==> src/rtl/burst_master_ahold.sv <==
module burst_master_ahold #(
  parameter int AW = 30,
  parameter int LW = 5,
  parameter int BEATS = 4,
  parameter logic [LW-1:0] LEN_RST = LW'(4)
) (
  input  logic          clk,
  input  logic          rst_n,
  input  logic          req_go,
  input  logic [AW-1:0] req_addr,
  input  logic          req_wr,
  input  logic [LW-1:0] line_len,
  input  logic          ahold,
  input  logic          brdy,
  input  logic          rdyrtn,
  output logic          ads,
  output logic          cmd_valid,
  output logic          cmd_wr,
  output logic [AW-1:0] addr,
  output logic [AW-1:0] addr_oe,
  output logic          burst_done,
  output logic          len_err
);
  localparam int BW = $clog2(BEATS);

  typedef enum logic [1:0] {S_IDLE, S_ADDR, S_DATA, S_HOLD} st_t;

  st_t           st;
  logic [AW-1:0] addr_q;
  logic [LW-1:0] len_q;
  logic [BW-1:0] beat_q;
  logic          wr_q, err_q, ah_q;
  logic          last;
  logic          floating;
  int            lo;
  logic [AW-1:0] fmask;

  function automatic logic len_ok(input logic [LW-1:0] v);
    return (v == '0) || $onehot(v);
  endfunction

  assign last       = beat_q == BW'(BEATS - 1);
  assign ads        = st == S_ADDR;
  assign cmd_valid  = st != S_IDLE;
  assign cmd_wr     = wr_q;
  assign addr       = addr_q;
  assign burst_done = (st == S_DATA) && brdy && last;
  assign len_err    = err_q;
  assign addr_oe    = ah_q ? ~fmask : '1;

  always_comb begin
    lo = 0;
    floating = 1'b1;
    if (len_q == '0) floating = 1'b0;
    else if ($onehot(len_q))
      for (int i = 0; i < LW; i++)
        if (len_q[i]) lo = i;
    for (int j = 0; j < AW; j++) fmask[j] = floating && (j >= lo);
  end

  always_ff @(posedge clk or negedge rst_n) begin
    if (!rst_n) begin
      st     <= S_IDLE;
      addr_q <= '0;
      len_q  <= LEN_RST;
      beat_q <= '0;
      wr_q   <= 1'b0;
      err_q  <= 1'b0;
      ah_q   <= 1'b0;
    end else begin
      ah_q <= ahold;
      case (st)
        S_IDLE: if (req_go) begin
          addr_q <= req_addr;
          wr_q   <= req_wr;
          len_q  <= line_len;
          beat_q <= '0;
          if (!len_ok(line_len)) err_q <= 1'b1;
          st <= ahold ? S_HOLD : S_ADDR;
        end
        S_ADDR: st <= ahold ? S_HOLD : S_DATA;
        S_HOLD: if (!ahold) st <= S_ADDR;
        S_DATA: begin
          if (brdy) begin
            addr_q[BW-1:0] <= addr_q[BW-1:0] + BW'(1);
            beat_q <= beat_q + BW'(1);
          end
          if (brdy && last) st <= S_IDLE;
          else if (rdyrtn) st <= ahold ? S_HOLD : S_ADDR;
        end
        default: st <= S_IDLE;
      endcase
    end
  end
endmodule


==> config.mk <==
export PLATFORM = sky130hd
export DESIGN_NAME = burst_master_ahold
export DESIGN_NICKNAME = d
export VERILOG_FILES = /design/src/rtl/burst_master_ahold.sv
export SDC_FILE = /design/constraint.sdc
export NUM_CORES = 1
export LEC_CHECK = 0
export BUFFER_PORTS_ARGS = -buffer_cell sky130_fd_sc_hd__buf_2
export CAP_MARGIN = 10
export CELL_PAD_IN_SITES_DETAIL_PLACEMENT = 0
export CELL_PAD_IN_SITES_GLOBAL_PLACEMENT = 1
export CORE_ASPECT_RATIO = 1.5
export CORE_MARGIN = 4
export CORE_UTILIZATION = 38
export CTS_CLUSTER_DIAMETER = 150
export CTS_CLUSTER_SIZE = 28
export DETAILED_ROUTE_END_ITERATION = 7
export PLACE_DENSITY = 0.82
export RECOVER_POWER = 25
export SLEW_MARGIN = 20
export SYNTH_ARGS = -nofsm -noshare
export SYNTH_HDL_FRONTEND = slang
export SYNTH_SLANG_ARGS = --single-unit
==> constraint.sdc <==
create_clock -name clk -period 5.5 [get_ports clk]
set_input_delay 0.825 -clock clk [delete_from_list [all_inputs] [get_ports clk]]
set_output_delay 0.825 -clock clk [all_outputs]
set_load 0.02 [all_outputs]
==> results.txt <==
# setup viols final: 0
Tot Pwr: 1650 uW
GRT Total Usage: 12.4%
critical path arrival: 2.50 ns
Cell Rows: 34
largest net degree at the start of global routing: 43
crit start category: flop
Final min period: 3.32 ns
Yosys warnings: 0
sequential area share after synthesis: 46.6%
Final HPWL DP: 3.54 mm
final WL: 4.61 mm
WS Path Type: reg2out
cell family with most CP delay: adder cells
DRT antenna net count: 0
CTS Hold Bufs: 0
Setup TNS: 0 ns
1st-pass router iterations: 4
die area: 7260 sq um
CP bufs+invs: 3
Critical Path RT: 4.68 ns
Final Max Slew Viols: 43
Reg clk slew, reported paths: 0.09 ns
Placer Congestion: 0.752
PwrDens: 609 nW/um^2
CTS sink count: 42
clock latency on the worst-skew pair: 0.29 ns
final core occ: 46.8%
Place WS: 2.48 ns
CTS tree: done
status: complete, but fails checks
Synth Instances: 170
Worst-Margin Slew: 2.20 ns
final hold violation count: 0
grt total ovfl: 0
first-pass GRT wire length: 7.11 mm
fillers: 568
leading cell types in the layout, fill and taps excluded: 103 x buf_2, 41 x dfrtp_1, 27 x mux2_4, 11 x inv_1, 7 x o21ai_0
synthesis-to-layout area growth: 19.8%
largest stage delay on the critical path: 0.47 ns
Core ar.: 5790 sq um
post-route setup slack: 2.18 ns
nets@finish: 304
type of the tightest min-delay check: reg2reg
CP endpoint kind: output port
port bufs: 106
drt wl/cell: 14.1 microns
clk_skew: 0.00239 ns
crit path max fanout: 5
CTS Buf Count: 5
Leak: 0.00139 uW
Initial Utilization: 39.0%
Ports: 107
Clock H-tree levels: 2
area leader, netlist: dfrtp_1
Max-slew headroom: -46.9%
CTS root buffer: clkbuf_8
share of the synthesized area in the top cell type: 45.5%
Yosys cell types: 32
initial antenna violation count: 0
ranking of synthesized cells by area: dfrtp_1 45%, mux2_4 18%, buf_4 8.3%, fa_1 3.5%, ha_1 2.8%
RSZ-0062 raised after global routing: false
crit path cell chain: inv_1 -> fa_1 -> inv_1 -> fa_1 -> ha_1 -> nor2_1 -> nand2_1 -> o21ai_0 -> buf_2
Initial DRC Count: 55
Min Hold Slack: 0.459 ns
Max Root-Sink Buffers: 2
Final period util: 60.4%
Mean Syn Cell Area: 13.3 sq um
Remaining DRCs: 0
layout cells sized above 1: 57.5%
via count: 1530
Max Cap Violations: 1
Die X: 70.9 microns
most common cell after layout, fill and taps aside: buf_2
vias per inst: 4.69
Antenna Cells: 0
slowest stage cell, crit path: fa_1
failing checks: capacitance limit, slew limit
postcts setup bufs: 0
Mapped Area: 2260 sq um
post_cts resized: 0
Yosys reg bits: 42
vias in the first global route: 1471
achievable frequency: 301 MHz
Syn Nets: 221
VDD IR max: 0.274 mV
die outline height: 102 microns
-- Yosys cell counts --
library cell  number
buf_4             25
nor2_1             4
inv_1             11
fa_1               4
o22a_1             2
nor2_8             1
and2b_1            1
a21o_1             1
o21bai_1           1
buf_6              1
nor4b_1            1
o211ai_1           2
o31a_1             2
mux2_2             5
ha_1               5
buf_12             3
a21boi_0           1
dfrtp_1           41
a21oi_1            4
o21ai_0            7
nand3_1            2
mux2_4            27
mux2i_1            3
or2_4              1
clkbuf_1           1
dfstp_2            1
nand2_1            6
nand4_1            1
nor2b_1            1
nor3_1             2
a22o_1             2
nor4_1             1
-- metal layers --
metal	routed length, microns	GRT usage (%)	part of all wire [%]	vias to the layer above
li1	-	-	-	719
met1	1680	13.1	37	741
met2	2530	23.9	55	68
met3	351	2.66	7.6	2
met4	38	4.34	0.83	0
met5	0	0	0	-
-- final timing paths --
| path | start | end | slack, ns | cells past startpoint |
|---|---|---|---|---|
| setup / recovery | len_q[3] | addr_oe[0] | 2.18 | 9 |
| hold / removal | len_err | len_err | 0.46 | 1 |
| setup reg to reg | st[1] | addr[16] | 3.54 | 3 |
| hold reg to reg | len_err | len_err | 0.46 | 1 |
| max in group asynchronous | rst_n | len_q[0] | 3.08 | 1 |
| min in group asynchronous | rst_n | addr[19] | 1.17 | 1 |
-- state kept, by name, summed over array words and instances (netlist names) --
signal / cells
len_q: 5
len_err: 1
cmd_wr: 1
beat_q: 2
addr: 30
st: 2
ah_q: 1
-- final cells by class --
class | instances | area (sq um) | share of cell area, %
Sequential cell | 42 | 1050 | 38.9
Clock buffer | 5 | 68.8 | 2.54
Clock inverter | 3 | 25.0 | 0.925
Tap cell | 72 | 90.1 | 3.33
Timing Repair Buffer | 106 | 527 | 19.5
Multi-Input combinational cell | 87 | 901 | 33.3
Inverter | 11 | 41.3 | 1.53
-- cell families after synthesis --
logic type | after synthesis | synth area share [%]
simple gates | 21 | 5.38
buf+inv | 41 | 13.5
compound gates | 22 | 6.43
mux | 35 | 21.8
fa+ha+maj | 9 | 6.32
flops | 42 | 46.6
-- power by group --
group	switching, uW	internal, uW	leakage, uW	total, uW
Combinational	468	393	0.000854	861
Clock	116	91.7	0.0000447	208
Sequential	114	464	0.000493	578
Total	698	949	0.00139	1650
-- per-stage QoR --
| stage | instance area, sq um | instances |
|---|---|---|
| global route | 2710 | 326 |
| detailed placement | 2620 | 318 |
| global placement | 2620 | 318 |
| finish | 2710 | 326 |
| CTS | 2710 | 326 |
| floorplan | 2260 | 170 |
-- worst register-to-register path, stage by stage, from the launching register on --
cell and delay, ns:
dfrtp_1 0.53, or2_4 0.32, nor2_8 0.58, mux2_2 0.43
(Power assumes the default switching activity.)
